[src/rtl/tmr_pkg.sv]
package tmr_pkg;

    localparam int unsigned ADDR_W = 3;
    localparam int unsigned NFLAG  = 2;
    localparam int unsigned STAT_W = 8;

    // flag positions inside the status byte and enable register
    localparam int unsigned FL_GEN = 0;
    localparam int unsigned FL_WRP = 1;

    // register addresses
    localparam logic [ADDR_W-1:0] ADR_CTRL = 3'd0;
    localparam logic [ADDR_W-1:0] ADR_IEN  = 3'd1;
    localparam logic [ADDR_W-1:0] ADR_STAT = 3'd2;
    localparam logic [ADDR_W-1:0] ADR_CNT  = 3'd3;
    localparam logic [ADDR_W-1:0] ADR_GREG = 3'd4;

    typedef enum logic [2:0] {
        IO_OFF      = 3'b000,
        IO_LOW      = 3'b001,
        IO_HIGH     = 3'b010,
        IO_TGL      = 3'b011,
        IO_CAP_RISE = 3'b100,
        IO_CAP_FALL = 3'b101,
        IO_CAP_ANY  = 3'b110,
        IO_CAP_ANY2 = 3'b111
    } iomode_e;

endpackage

[src/rtl/tmr_sync_edge.sv]
module tmr_sync_edge #(
    parameter int unsigned STAGES = 2
) (
    input  logic clk_i,
    input  logic rst_ni,
    input  logic pin_i,
    output logic rise_o,
    output logic fall_o
);

    localparam int unsigned TOP = STAGES - 1;

    typedef struct packed {
        logic [STAGES-1:0] chain;
        logic              last;
    } sync_st_t;

    sync_st_t sync_d, sync_q;
    logic [STAGES-1:0] chain_nxt;

    assign chain_nxt[0] = pin_i;
    for (genvar s = 1; s < STAGES; s++) begin : g_stage
        assign chain_nxt[s] = sync_q.chain[s-1];
    end

    always_comb begin
        sync_d       = sync_q;
        sync_d.chain = chain_nxt;
        sync_d.last  = sync_q.chain[TOP];
    end

    always_ff @(posedge clk_i or negedge rst_ni) begin
        if (!rst_ni) begin
            sync_q <= '0;
        end else begin
            sync_q <= sync_d;
        end
    end

    assign rise_o = sync_q.chain[TOP] & ~sync_q.last;
    assign fall_o = ~sync_q.chain[TOP] & sync_q.last;

endmodule

[src/rtl/tmr_counter.sv]
module tmr_counter #(
    parameter int unsigned W = 16
) (
    input  logic         clk_i,
    input  logic         rst_ni,
    input  logic         ld_i,
    input  logic [W-1:0] ld_val_i,
    output logic [W-1:0] cnt_o,
    output logic         wrap_o
);

    localparam logic [W-1:0] CNT_MAX = '1;
    localparam logic [W-1:0] CNT_ONE = {{(W-1){1'b0}}, 1'b1};

    typedef struct packed {
        logic [W-1:0] cnt;
    } cnt_st_t;

    cnt_st_t cnt_d, cnt_q;

    always_comb begin
        cnt_d = cnt_q;
        if (ld_i) begin
            cnt_d.cnt = ld_val_i;
        end else begin
            cnt_d.cnt = cnt_q.cnt + CNT_ONE;
        end
    end

    always_ff @(posedge clk_i or negedge rst_ni) begin
        if (!rst_ni) begin
            cnt_q <= '0;
        end else begin
            cnt_q <= cnt_d;
        end
    end

    assign cnt_o  = cnt_q.cnt;
    assign wrap_o = !ld_i && (cnt_q.cnt == CNT_MAX);

    AST_CNT_STEP: assert property (@(posedge clk_i) disable iff (!rst_ni)
        !ld_i |=> cnt_o == $past(cnt_o) + CNT_ONE);

    AST_WRAP_ZERO: assert property (@(posedge clk_i) disable iff (!rst_ni)
        wrap_o |=> cnt_o == '0);

endmodule

[src/rtl/tmr_status.sv]
module tmr_status #(
    parameter int unsigned NF      = 2,
    parameter int unsigned SW      = 8,
    parameter bit          TOP_ONE = 1'b1
) (
    input  logic          clk_i,
    input  logic          rst_ni,
    input  logic [NF-1:0] set_i,
    input  logic          rd_i,
    input  logic          wr_i,
    input  logic [NF-1:0] wdat_i,
    input  logic [NF-1:0] en_i,
    output logic [NF-1:0] irq_o,
    output logic [SW-1:0] stat_o
);

    localparam logic [SW-1:0] FIXED_ONES =
        {TOP_ONE, {(SW-4){1'b1}}, 3'b000};

    typedef struct packed {
        logic [NF-1:0] flag;
        logic [NF-1:0] arm;
    } stat_st_t;

    stat_st_t st_d, st_q;
    logic [NF-1:0] flag_nxt;
    logic [NF-1:0] arm_nxt;
    logic [NF-1:0] clr_ok;

    for (genvar k = 0; k < NF; k++) begin : g_flag
        assign clr_ok[k]   = wr_i && !wdat_i[k] && st_q.arm[k];
        assign flag_nxt[k] = set_i[k] | (st_q.flag[k] & ~clr_ok[k]);
        assign arm_nxt[k]  = flag_nxt[k] && !clr_ok[k] &&
                             (st_q.arm[k] || (rd_i && st_q.flag[k]));

        AST_CLR_ARMED: assert property (@(posedge clk_i) disable iff (!rst_ni)
            $fell(st_q.flag[k]) |-> $past(st_q.arm[k] && wr_i && !wdat_i[k]));
    end

    always_comb begin
        st_d      = st_q;
        st_d.flag = flag_nxt;
        st_d.arm  = arm_nxt;
    end

    always_ff @(posedge clk_i or negedge rst_ni) begin
        if (!rst_ni) begin
            st_q <= '0;
        end else begin
            st_q <= st_d;
        end
    end

    assign irq_o  = st_q.flag & en_i;
    assign stat_o = FIXED_ONES | {{(SW-NF){1'b0}}, st_q.flag};

    AST_SET_WINS: assert property (@(posedge clk_i) disable iff (!rst_ni)
        (|set_i) |=> ((st_q.flag & $past(set_i)) == $past(set_i)));

endmodule

[src/rtl/tmr_chan_top.sv]
module tmr_chan_top #(
    parameter int unsigned CNT_W        = 16,
    parameter bit          NO_TOGGLE    = 1'b0,
    parameter bit          STAT_TOP_ONE = 1'b1,
    parameter int unsigned SYNC_STAGES  = 2
) (
    input  logic             clk,
    input  logic             rst_n,
    input  logic [2:0]       reg_addr,
    input  logic             reg_wr,
    input  logic             reg_rd,
    input  logic [CNT_W-1:0] reg_wdata,
    output logic [CNT_W-1:0] reg_rdata,
    input  logic             tio_in,
    output logic             tio_out,
    output logic             tio_oe,
    output logic             irq_match,
    output logic             irq_wrap
);

    import tmr_pkg::*;

    localparam logic [CNT_W-1:0] GREG_RST = '1;
    localparam int unsigned      PAD_MODE = CNT_W - 3;
    localparam int unsigned      PAD_IEN  = CNT_W - NFLAG;
    localparam int unsigned      PAD_STAT = CNT_W - STAT_W;

    typedef struct packed {
        iomode_e          mode;
        logic [NFLAG-1:0] ien;
        logic [CNT_W-1:0] greg;
        logic             tout;
    } chan_st_t;

    chan_st_t ch_d, ch_q;

    logic [CNT_W-1:0]  cnt;
    logic              wrap;
    logic              edge_rise;
    logic              edge_fall;
    logic              cap_mode;
    logic              cap_fire;
    logic              hit;
    logic              tgl_val;
    logic              ctrl_wr;
    logic              ien_wr;
    logic              stat_wr;
    logic              stat_rd;
    logic              cnt_wr;
    logic              greg_wr;
    logic [NFLAG-1:0]  flag_set;
    logic [NFLAG-1:0]  irq_vec;
    logic [STAT_W-1:0] stat_byte;

    // register port decode
    assign ctrl_wr = reg_wr && (reg_addr == ADR_CTRL);
    assign ien_wr  = reg_wr && (reg_addr == ADR_IEN);
    assign stat_wr = reg_wr && (reg_addr == ADR_STAT);
    assign cnt_wr  = reg_wr && (reg_addr == ADR_CNT);
    assign greg_wr = reg_wr && (reg_addr == ADR_GREG);
    assign stat_rd = reg_rd && (reg_addr == ADR_STAT);

    tmr_counter #(
        .W (CNT_W)
    ) u_cnt (
        .clk_i    (clk),
        .rst_ni   (rst_n),
        .ld_i     (cnt_wr),
        .ld_val_i (reg_wdata),
        .cnt_o    (cnt),
        .wrap_o   (wrap)
    );

    tmr_sync_edge #(
        .STAGES (SYNC_STAGES)
    ) u_sync (
        .clk_i  (clk),
        .rst_ni (rst_n),
        .pin_i  (tio_in),
        .rise_o (edge_rise),
        .fall_o (edge_fall)
    );

    // capture edge selection and compare match
    assign cap_mode = ch_q.mode[2];

    always_comb begin
        cap_fire = 1'b0;
        unique case (ch_q.mode)
            IO_CAP_RISE: cap_fire = edge_rise;
            IO_CAP_FALL: cap_fire = edge_fall;
            IO_CAP_ANY,
            IO_CAP_ANY2: cap_fire = edge_rise | edge_fall;
            default:     cap_fire = 1'b0;
        endcase
    end

    assign hit = !cap_mode && (cnt == ch_q.greg);

    // channel variant: toggle capability or forced high
    if (NO_TOGGLE) begin : g_no_tgl
        assign tgl_val = 1'b1;
    end else begin : g_tgl
        assign tgl_val = ~ch_q.tout;
    end

    always_comb begin
        ch_d = ch_q;
        if (ctrl_wr) begin
            ch_d.mode = iomode_e'(reg_wdata[2:0]);
        end
        if (ien_wr) begin
            ch_d.ien = reg_wdata[NFLAG-1:0];
        end
        if (cap_fire) begin
            ch_d.greg = cnt;
        end else if (greg_wr) begin
            ch_d.greg = reg_wdata;
        end
        if (hit) begin
            unique case (ch_q.mode)
                IO_LOW:  ch_d.tout = 1'b0;
                IO_HIGH: ch_d.tout = 1'b1;
                IO_TGL:  ch_d.tout = tgl_val;
                default: ch_d.tout = ch_q.tout;
            endcase
        end
    end

    always_ff @(posedge clk or negedge rst_n) begin
        if (!rst_n) begin
            ch_q      <= '0;
            ch_q.mode <= IO_OFF;
            ch_q.greg <= GREG_RST;
        end else begin
            ch_q <= ch_d;
        end
    end

    // status flags and interrupt gating
    always_comb begin
        flag_set         = '0;
        flag_set[FL_GEN] = hit | cap_fire;
        flag_set[FL_WRP] = wrap;
    end

    tmr_status #(
        .NF      (NFLAG),
        .SW      (STAT_W),
        .TOP_ONE (STAT_TOP_ONE)
    ) u_stat (
        .clk_i  (clk),
        .rst_ni (rst_n),
        .set_i  (flag_set),
        .rd_i   (stat_rd),
        .wr_i   (stat_wr),
        .wdat_i (reg_wdata[NFLAG-1:0]),
        .en_i   (ch_q.ien),
        .irq_o  (irq_vec),
        .stat_o (stat_byte)
    );

    assign irq_match = irq_vec[FL_GEN];
    assign irq_wrap  = irq_vec[FL_WRP];

    // outputs
    assign tio_out = ch_q.tout;
    assign tio_oe  = (ch_q.mode == IO_LOW) || (ch_q.mode == IO_HIGH) ||
                     (ch_q.mode == IO_TGL);

    always_comb begin
        unique case (reg_addr)
            ADR_CTRL: reg_rdata = {{PAD_MODE{1'b0}}, ch_q.mode};
            ADR_IEN:  reg_rdata = {{PAD_IEN{1'b0}}, ch_q.ien};
            ADR_STAT: reg_rdata = {{PAD_STAT{1'b0}}, stat_byte};
            ADR_CNT:  reg_rdata = cnt;
            ADR_GREG: reg_rdata = ch_q.greg;
            default:  reg_rdata = '0;
        endcase
    end

    AST_PIN_ON_MATCH: assert property (@(posedge clk) disable iff (!rst_n)
        !$stable(tio_out) |-> $past(hit));

    AST_GREG_SOURCE: assert property (@(posedge clk) disable iff (!rst_n)
        !$stable(ch_q.greg) |-> $past(cap_fire || greg_wr));

endmodule

[config.mk]
export PLATFORM = sky130hd
export DESIGN_NAME = tmr_chan_top
export DESIGN_NICKNAME = d
export VERILOG_FILES = /design/src/rtl/tmr_pkg.sv /design/src/rtl/tmr_sync_edge.sv /design/src/rtl/tmr_counter.sv /design/src/rtl/tmr_status.sv /design/src/rtl/tmr_chan_top.sv
export SDC_FILE = /design/constraint.sdc
export NUM_CORES = 1
export LEC_CHECK = 0
export BUFFER_PORTS_ARGS = -buffer_cell sky130_fd_sc_hd__buf_2
export CORE_ASPECT_RATIO = 0.75
export CORE_MARGIN = 10
export CORE_UTILIZATION = 40
export CTS_CLUSTER_DIAMETER = 40
export DETAILED_ROUTE_END_ITERATION = 10
export HOLD_SLACK_MARGIN = 0.15
export PLACE_DENSITY_LB_ADDON = 0.3
export SLEW_MARGIN = 15
export SYNTH_ARGS = -nofsm -noshare
export SYNTH_HDL_FRONTEND = slang
export SYNTH_SLANG_ARGS = --single-unit
[constraint.sdc]
create_clock -name clk -period 2.12 [get_ports clk]
set_input_delay 0.424 -clock clk [delete_from_list [all_inputs] [get_ports clk]]
set_output_delay 0.424 -clock clk [all_outputs]
set_load 0.005 [all_outputs]
# ---- Word-level counts from Yosys, hierarchy flattened
# Cells that the tools add are included.
dict set report word_totals {
  regBits 45
  latch_bits 0
  mem_bits_rw 0
  rom_bits 0
  input_bits 24
  output_inout_bits 20
  word_cells 76
  mem_count 0
}
dict set report classes {
  add_sub_neg 1
  n_mul 0
  div_mod_pow 0
  order_cmp 0
  eq_ne 13
  shift 0
  muxes 6
  bitwise_logic 14
  reduce_logical 33
}
# op count
set op_table {}
lappend op_table {{$pmux 16 s5} 1}
lappend op_table {{$mux 16} 3}
lappend op_table {{$logic_and 1x1->1} 18}
lappend op_table {{$add 16x1->16 const B} 1}
lappend op_table {{$eq 16x16->1} 1}
lappend op_table {{$eq 16x16->1 const B} 1}
lappend op_table {{$eq 3x3->1 const B} 5}
lappend op_table {{$eq 3x2->1 const B} 4}
lappend op_table {{$eq 3x1->1 const B} 2}
lappend op_table {{$logic_not 1->1} 6}
lappend op_table {{$pmux 1 s3} 2}
lappend op_table {{$not 1->1} 5}
lappend op_table {{$and 1x1->1} 4}
lappend op_table {{$logic_or 1x1->1} 4}
lappend op_table {{$or 1x1->1} 4}
lappend op_table {{$logic_not 3->1} 1}
lappend op_table {{$reduce_bool 3->1} 1}
lappend op_table {{$and 2x2->2} 1}
lappend op_table {{$reduce_and 2->1} 1}
lappend op_table {{$reduce_bool 2->1} 1}
lappend op_table {{$reduce_or 2->1} 1}

# ---- Longest topological paths before layout
# Gate-level depths: netlist of the first run.
dict set report depth {
  ltp_word 9
  ltp_mapped 7
  ltp_nobuf 6
}

# ---- Modules after synthesis
# From an unflattened synthesis of the first run, not the netlist that was laid out.
dict set report hier_totals {
  hier_cells 305
  area_unflattened_um2 2817.7
}
# module instances cells_per_inst area_per_inst_um2 seq_area_each_um2
set by_module_without_submodules {}
lappend by_module_without_submodules {tmr_chan_top 1 178 1594.0 570.5}
lappend by_module_without_submodules {tmr_counter 1 94 883.3 400.4}
lappend by_module_without_submodules {tmr_status 1 28 250.2 100.1}
lappend by_module_without_submodules {tmr_sync_edge 1 5 90.1 75.1}

# ---- Worst setup path after synthesis of the first run
# OpenSTA, ideal clock, no wires.
dict set report synth_path {
  path_kind {input to output}
  startpoint {input reg_addr[2]}
  endpoint {output reg_rdata[10]}
  arrival_time_ns 1.296
  t_required_ns 1.696
  slack_ns 0.400
  path_stages 5
  path_buffers 2
  path_cell_list {buf_2 nand2b_1 nor2_1 buf_2 a22o_1}
}
dict set report synth_via {
  elab_chain_len 2
  elab_cells_between_ends 6
  classes_between {4 x eq/ne; 1 x mux; 1 x reduce/logical}
}
# element line_no
set synth_rtl {}
lappend synth_rtl {{start: declaration} tmr_chan_top.sv:9} ;# input logic [2:0] reg_addr,
lappend synth_rtl {{$eq 3x3->1 (tied with other cells)} tmr_chan_top.sv:172} ;# unique case (reg_addr)
lappend synth_rtl {{$pmux 16 s5 *} tmr_chan_top.sv:172}
lappend synth_rtl {{end: declaration} tmr_chan_top.sv:13} ;# output logic [CNT_W-1:0] reg_rdata,
# Every way passes the cells marked *; elsewhere a longest branch is shown, timed or not.

# ---- Final worst setup path of the first run
dict set report layout_path {
  startpoint {register u_cnt.cnt_q (netlist bit u_cnt.cnt_o[0])}
  endpoint {output reg_rdata[0]}
}
dict set report layout_via {
  elab_chain_len 1
}
# element line_no
set layout_rtl {}
lappend layout_rtl {{start: declaration} tmr_counter.sv:19} ;# cnt_st_t cnt_d, cnt_q;
lappend layout_rtl {{start signal: assignment} tmr_counter.sv:34} ;# cnt_q <= cnt_d;
lappend layout_rtl {{$pmux 16 s5} tmr_chan_top.sv:172}
# Every way passes these cells.

==> impl_metrics.toml, run 1 <==
[status]
outcome = "completed"

[power]
power_switching_uw = 1380
swShare_pct = 39.0
p_int_uw = 2160
p_leak_uw = 0.00138
ir_worst_vdd_v = 0.000432
p_comb_share_pct = 36.0
p_clk_share_pct = 15.2
seqPwrFrac_pct = 48.8
power_density_nw_per_um2 = 1120

[yosys]
ys_warn_count = 0
synth_edf_count = 0
synth-compound-area-share_pct = 13.9
synthArstFlopShare_pct = 100
synth_top_family_by_area = "simple AND/OR/NAND/NOR gates"
synth.avg_cell_area_um2 = 9.71
synth_area_um2 = 2730
synth_mux_area_share_pct = 10.9
synth_nets = 308
synth_top_area_cell = "dfrtp_1"
synth-seq-area-share_pct = 42.0
yosysMostFrequentCell = "nor2_1"
synthXorXnorAreaFrac_pct = 8.67
synth_ff_type = "dfrtp_1"
synth-simple-area-share_pct = 18.5
yosys-top-cells-count = "nor2_1 (39), a21oi_1 (31), dfrtp_1 (29)"
ys_top_cells_by_area = "dfrtp_1 (27%), dfstp_2 (15%), mux2i_1 (6.6%)"
synthCells = 281
synth_cell_types = 45
ys_ff_latch = 45
synth_top_cell_area_share_pct = 26.6
synthAdderAreaFrac_pct = 1.38

[clock_tree]
clk_path_buf_depth = 2
root_buffer = "clkbuf_8"
clock_sinks = 45
htree_levels = 2
cts_buffers = 5
tritoncts = "yes"
clock_latency_ps = 300
cts_resized = 0
path_clk_slew_ps = 90
cts_hold_buf = 1
cts_setup_buffers = 0

[global_route]
grt_pass1_vias = 2180
grt_pass1_wl_um = 11200
antenna_found_initial = 0
track_usage_pct = 13.2
overflow = 0
grt_max_degree = 35

[floorplan]
die_area_um2 = 10600
ioPinCount = 44
die_h_um = 91.5
std_cell_rows = 25
start_util_pct = 42.1
dieWidth_um = 115
core_area_um2 = 6470

[sta]
rsz0062_at_grt = "no"
hold_viol = 0
fin_skew_ps = 7.34
max_freq_mhz = 508
period_needed_ps = 1970
report.final.slew_viol_count = 0
tns_ps = 0
tightest_slew_ps = 565
max_slew_margin_pct = 62.4
fin_crit_sh_pct = 92.9
finalSetupViolCount = 0
whs_ps = 220

[drt]
routed-via-count = 2133
wl_per_cell_um = 16.7
drc_errors = 0
first_pass_iters = 4
viasPerCell = 5.23
wl_um = 6800
final_antenna_net_count = 0
drtIter0Drc = 119

[worst_hold_path]
worstHoldPathType = "in2reg"

[critical_path]
critical_path.cell_chain = "mux4_2 > inv_1 > o32ai_1 > buf_2"
max_stage_delay_ps = 480
crit_required_ps = 1700
worstPathArrival_ps = 1550
path_class = "reg2out"
cp_top_family = "multiplexers"
startpoint_type = "register"
path_max_fanout = 6
path_buf_inv = 2
end_kind = "primary output"
crit_slowest_cell = "mux4_2"

[placed_design]
dpl.hpwl_um = 5170
io_buffers = 43
place_congestion = 0.790

[finish]
area_delta_synth_final_pct = 15.8
drive_gt1_share_pct = 28.7
diodes = 0
filler_cell_count = 619
nNetsFinal = 353

[job]
max_cap_viol_count = 0
routing by layer:
layer / part of all wire (%) / track usage, % / wire length [um]
met5: 0 / 0 / 0
met4: 0.65 / 2.74 / 44
met3: 4.8 / 3.35 / 329
met2: 43 / 19.3 / 2910
met1: 52 / 18.9 / 3520
logic make-up after synthesis:
logic type / count (synthesis)
AOI/OAI and AO/OA: 59
muxes: 27
xor gates and xnor gates: 27
DFF: 45
adders and majority gates: 3
and+or+nand+nor: 92
buffers and inverters: 28
cell type report:
class	count	area, um2	share of cell area (%)
Clock inverter	1	7.51	0.238
Timing Repair Buffer	55	333	10.5
Clock buffer	7	76.3	2.42
Multi-Input combinational cell	208	1450	46.0
Sequential cell	45	1150	36.3
Inverter	11	41.3	1.31
Tap cell	81	101	3.21
flip-flops by register name (all words and copies together) (netlist names):
register and cells:
u_sync.chain_nxt 1, u_cnt.cnt_o 16, u_sync.sync_q 1, u_stat.stat_o 2, u_sync.sync_d 1, tio_out 1
ch_q 20, u_stat.st_q 2, cap_mode 1
worst paths after layout:
| kind | startpoint | end | cells past startpoint | slack [ps] |
|---|---|---|---|---|
| min | tio_in | u_sync.chain_nxt[1] | 1 | 220 |
| min in group asynchronous | rst_n | u_cnt.cnt_o[5] | 2 | 640 |
| max reg2reg | u_cnt.cnt_o[7] | tio_out | 6 | 180 |
| max | u_cnt.cnt_o[0] | reg_rdata[0] | 4 | 150 |
| max in group asynchronous | rst_n | ch_q[3] | 3 | 880 |
| min reg2reg | u_sync.chain_nxt[1] | u_sync.sync_d[0] | 0 | 360 |
through the flow:
step                      total power [uW]  utilization, %  cells  instance area, um2  setup WS [ps]
after floorplan                       2620               -    281                2730            400
after global placement                2980            47.3    399                3070            210
after detailed placement              3020            47.3    399                3070            205
after CTS                             3560            48.8    408                3160            151
after global routing                  3810            48.8    408                3160           74.0
final                                 3530            48.8    408                3160            151
cell usage in the layout (no fill, tap or decap), drive strengths merged, types with 7 or more instances in the layout:
cell / count
a21oi: 31
a22o: 13
buf: 54
clkbuf: 7
dfrtp: 29
dfstp: 16
inv: 11
mux2: 8
mux2i: 18
nand2: 16
nor2: 40
xnor2: 14
xor2: 13
power by group through the flow:
stage          clock network (uW)  registers (uW)  logic (uW)
2_1_floorplan                   0            1550        1070
3_3_place_gp                    0            1730        1250
3_5_place_dp                    0            1740        1280
4_1_cts                       552            1730        1280
5_1_grt                       593            1800        1420
6_report                      537            1720        1270
Note: power is estimated with default switching activity, not from simulation.
==> run 2, diff against run 1 <==
--- a/config.mk
+++ b/config.mk
@@ -8,7 +8,7 @@
 export BUFFER_PORTS_ARGS = -buffer_cell sky130_fd_sc_hd__buf_2
 export CORE_ASPECT_RATIO = 0.75
 export CORE_MARGIN = 10
-export CORE_UTILIZATION = 40
+export CORE_UTILIZATION = 57
 export CTS_CLUSTER_DIAMETER = 40
 export DETAILED_ROUTE_END_ITERATION = 10
 export HOLD_SLACK_MARGIN = 0.15
==> run 2 against run 1 <==
  * Sequential power about the same
  * Final area shrank 2.5%
  * Non-clock buffer count fell by 4
  * Via count is 2.3% higher
  * Cell count is 6.9% lower
  * First-iteration DRC count increased by 16%
  * Critical path type unchanged
  * Largest cell class unchanged
  * Largest power group unchanged
  * Highest routed layer unchanged
==> impl_metrics.toml, run 2 (same netlist as run 1, synthesis figures left out) <==
[power]
p_comb_share_pct = 35.9
p_leak_uw = 0.00135
power_density_nw_per_um2 = 1140
seqPwrFrac_pct = 49.5
p_clk_share_pct = 14.7
swShare_pct = 39.0
p_int_uw = 2140
power_switching_uw = 1370
p_total_uw = 3510
ir_worst_vdd_v = 0.000636

[status]
outcome = "completed"

[clock_tree]
cts_buffers = 5
path_clk_slew_ps = 80
cts_setup_buffers = 0
clock_latency_ps = 300
clock_sinks = 45
cts_hold_buf = 0
tritoncts = "yes"
htree_levels = 2
clk_path_buf_depth = 2
root_buffer = "clkbuf_8"
cts_resized = 0

[critical_path]
path_max_fanout = 6
end_kind = "primary output"
max_stage_delay_ps = 480
crit_required_ps = 1700
critical_path.cell_chain = "mux4_2 > inv_1 > o32ai_1 > buf_2"
path_class = "reg2out"
rrSetupSlack_ps = 260
worstPathArrival_ps = 1500
startpoint_type = "register"
crit_slowest_cell = "mux4_2"

[finish]
drive_gt1_share_pct = 27.9
nNetsFinal = 349
finalNonFillerCells = 380
area_delta_synth_final_pct = 12.9
layout.cells.most_common_list = "buf_2 (43), nor2_1 (39), a21oi_1 (31), dfrtp_1 (29), mux2i_1 (18)"
diodes = 0
fin_util_pct = 67.8
stdcell_area_um2 = 3080
regMostFlops = "ch_q"
largest_reg_flops = 20
layout_commonest_cell = "buf_2"

[drt]
final_antenna_net_count = 0
drc_errors = 0
drtIter0Drc = 138
first_pass_iters = 5
routed-via-count = 2183
viasPerCell = 5.74
wl_um = 6500
wl_per_cell_um = 17.1

[floorplan]
std_cell_rows = 21
ioPinCount = 44
core_area_um2 = 4550
die_h_um = 79.9
die_area_um2 = 7980
start_util_pct = 60.0
dieWidth_um = 99.9

[job]
max_cap_viol_count = 0

[sta]
finalSetupViolCount = 0
fin_skew_ps = 2.45
fin_crit_sh_pct = 90.7
rsz0062_at_grt = "no"
report.final.slew_viol_count = 0
max_slew_margin_pct = 62.6
tightest_slew_ps = 560
hold_viol = 0
period_needed_ps = 1920
max_freq_mhz = 520
tns_ps = 0

[global_route]
grt_pass1_vias = 2218
antenna_found_initial = 0
grt_max_degree = 46
overflow = 0
grt_pass1_wl_um = 10800
track_usage_pct = 16.5

[placed_design]
place_congestion = 0.882
placed_area_um2 = 3000
dpl.hpwl_um = 4780
io_buffers = 43
dp_cells = 372

[worst_hold_path]
worstHoldPathType = "in2async"
run 2: worst paths after layout:
| check | from | endpoint | cells after the start |
|---|---|---|---|
| max in group asynchronous | rst_n | ch_q[12] | 2 |
| worst min register to register | u_sync.chain_nxt[1] | u_sync.sync_d[0] | 0 |
| worst min-delay path | rst_n | u_sync.sync_q[0] | 2 |
| worst max-delay path | u_cnt.cnt_o[0] | reg_rdata[0] | 4 |
| worst max register to register | u_cnt.cnt_o[0] | u_stat.st_q[1] | 6 |
| min in group clk | tio_in | u_sync.chain_nxt[1] | 1 |
run 2: metrics by stage:
stage,setup WS [ps],hold slack (ps)
2_1_floorplan,400,128
4_1_cts,194,218
6_report,197,202
3_5_place_dp,246,358
5_1_grt,125,225
3_3_place_gp,249,334
run 2: power by group through the flow:
stage	combinational [uW]	clock (uW)	sequential [uW]
2_1_floorplan	1070	0	1550
4_1_cts	1260	525	1730
5_1_grt	1390	562	1790
3_3_place_gp	1210	0	1720
3_5_place_dp	1250	0	1740
6_report	1260	514	1740
run 2: per-layer routing:
layer	vias up	track usage (%)	share of wire, %
met2	53	26.5	47
met3	7	4.58	6.1
met4	0	4.00	0.85
met5	-	0	0
met1	1060	21.6	46
li1	1063	-	-
run 2: cell type report:
class | instances | area, um2
repair buffers | 51 | 288
fillers | 358 | 1470
flip-flops and latches | 45 | 1150
well taps | 57 | 71.3
inverters | 11 | 41.3
clock buffers | 8 | 80.1
multi-input cells | 208 | 1450
run 2: worst max-delay path, delay by kind of cell (launching register included):
kind / cells / cell delay (ps)
AO/OA/AOI/OAI: 1 / 60
buffers and inverters: 2 / 190
flip-flops: 1 / 460
multiplexers: 1 / 480
==> run 3, diff against run 2 <==
--- a/config.mk
+++ b/config.mk
@@ -5,7 +5,7 @@
 export SDC_FILE = /design/constraint.sdc
 export NUM_CORES = 1
 export LEC_CHECK = 0
-export BUFFER_PORTS_ARGS = -buffer_cell sky130_fd_sc_hd__buf_2
+export BUFFER_PORTS_ARGS = -buffer_cell sky130_fd_sc_hd__clkbuf_2
 export CORE_ASPECT_RATIO = 0.75
 export CORE_MARGIN = 10
 export CORE_UTILIZATION = 57
==> run 3 against run 2 <==
  * Via count rose by 1.4%
  * Hold slack got worse by 2.3 ps
  * Register-to-register slack gained 30 ps
  * Clock power grew 1%
  * Routed wire length fell by 0.65%
  * Final area shrank 0.65%
  * First-iteration DRC count grew 21%
  * Die area unchanged
  * Sequential share of layout area is 0.24 points higher
  * Global-route usage about the same
  * Largest cell class unchanged
  * Highest routed layer unchanged
==> impl_metrics.toml, run 3 (same netlist as run 1, synthesis figures left out) <==
[placed_design]
dpl.hpwl_um = 4710
place_congestion = 0.833
io_buffers = 43
place_ws_ps = 241

[power]
ir_worst_vdd_v = 0.000534
power_switching_uw = 1360
p_clk_share_pct = 14.8
seqPwrFrac_pct = 49.6
swShare_pct = 38.9
p_comb_share_pct = 35.6
p_total_uw = 3500
p_int_uw = 2140
p_leak_uw = 0.00134
power_density_nw_per_um2 = 1140

[floorplan]
die_area_um2 = 7980
ioPinCount = 44
std_cell_rows = 21
die_h_um = 79.9
dieWidth_um = 99.9
core_area_um2 = 4550
start_util_pct = 60.0

[critical_path]
worstRegToRegCells = 5
critical_path.cell_chain = "mux4_2 > inv_1 > o32ai_1 > clkbuf_2"
crit_start = "u_cnt.cnt_o[0]"
rrSetupSlack_ps = 290
worstPathArrival_ps = 1500
rr_endpoint = "tio_out"
max_stage_delay_ps = 490
endpoint = "reg_rdata[0]"
path_max_fanout = 6
crit_required_ps = 1700
end_kind = "primary output"
r2r-start = "u_cnt.cnt_o[0]"
startpoint_type = "register"
crit_slowest_cell = "mux4_2"
path_class = "reg2out"

[drt]
first_pass_iters = 4
viasPerCell = 5.84
drtIter0Drc = 167
routed-via-count = 2214
wl_per_cell_um = 17.1
final_antenna_net_count = 0
drc_errors = 0
wl_um = 6460

[clock_tree]
cts_setup_buffers = 0
cts_buffers = 5
root_buffer = "clkbuf_8"
clock_sinks = 45
clock_latency_ps = 300
clk_path_buf_depth = 2
path_clk_slew_ps = 80
cts_hold_buf = 0
htree_levels = 2
tritoncts = "yes"
cts_resized = 0

[global_route]
overflow = 0
antenna_found_initial = 0
track_usage_pct = 16.5
grt_pass1_wl_um = 10800
grt_max_degree = 46
grt_pass1_vias = 2180

[finish]
drive_gt1_share_pct = 27.6
layout.cells.most_common_list = "clkbuf_2 (43), nor2_1 (39), a21oi_1 (31), dfrtp_1 (29), mux2i_1 (18)"
fin_util_pct = 67.3
regMostFlops = "ch_q"
diodes = 0
largest_reg_flops = 20
filler_cell_count = 395
area_delta_synth_final_pct = 12.2
nNetsFinal = 348
layout_commonest_cell = "clkbuf_2"

[sta]
whs_ps = 199
hold_viol = 0
postLayoutSetupSlackWorst_ps = 198
max_slew_margin_pct = 61.6
max_freq_mhz = 520
report.final.slew_viol_count = 0
period_needed_ps = 1920
fin_crit_sh_pct = 90.7
fin_skew_ps = 5.95
rsz0062_at_grt = "no"
tightest_slew_ps = 576
finalSetupViolCount = 0
tns_ps = 0

[status]
outcome = "completed"

[worst_hold_path]
worstHoldPathType = "in2async"

[job]
max_cap_viol_count = 0
[run 3: power groups by stage]
stage / sequential [uW] / combinational [uW] / clock, uW
CTS: 1720 / 1250 / 533
global placement: 1730 / 1200 / 0
global route: 1790 / 1390 / 567
detailed placement: 1740 / 1240 / 0
finish: 1730 / 1250 / 519
floorplan: 1550 / 1070 / 0
[run 3: cell type report]
type | count | area, um2 | share of cell area (%)
timing repair buffer | 50 | 268 | 8.75
clock buffer | 8 | 80.1 | 2.62
tap | 57 | 71.3 | 2.33
sequential | 45 | 1150 | 37.4
multi-input combinational | 208 | 1450 | 47.5
inverter | 11 | 41.3 | 1.35
[run 3: worst min path at each step]
stage / startpoint / end / slack, ps / cells after the start
after floorplan: rst_n / cap_mode / 130 / 0
after global placement: u_sync.chain_nxt[1] / u_sync.sync_d[0] / 330 / 0
after detailed placement: u_sync.chain_nxt[1] / u_sync.sync_d[0] / 340 / 0
after CTS: rst_n / tio_out / 220 / 2
after global routing: tio_in / u_sync.chain_nxt[1] / 230 / 1
final: rst_n / tio_out / 200 / 2
[run 3: worst max-delay path: cells and delay by family (launching register included)]
kind	cells	cell delay, ps
multiplexers	1	490
AO/OA/AOI/OAI	1	70
flip-flops	1	460
buffers and inverters	2	190
[run 3: through the flow]
stage	area (um2)	cells
final	3060	379
after floorplan	2730	281
after global routing	3060	379
after detailed placement	2980	371
after global placement	2980	371
after CTS	3060	379
[run 3: metal layers]
metal	wire length, um	vias up	track usage [%]
met5	0	-	0
met1	2980	1078	22.8
met4	81	0	4.57
li1	-	1058	-
met3	481	10	4.58
met2	2920	68	24.6
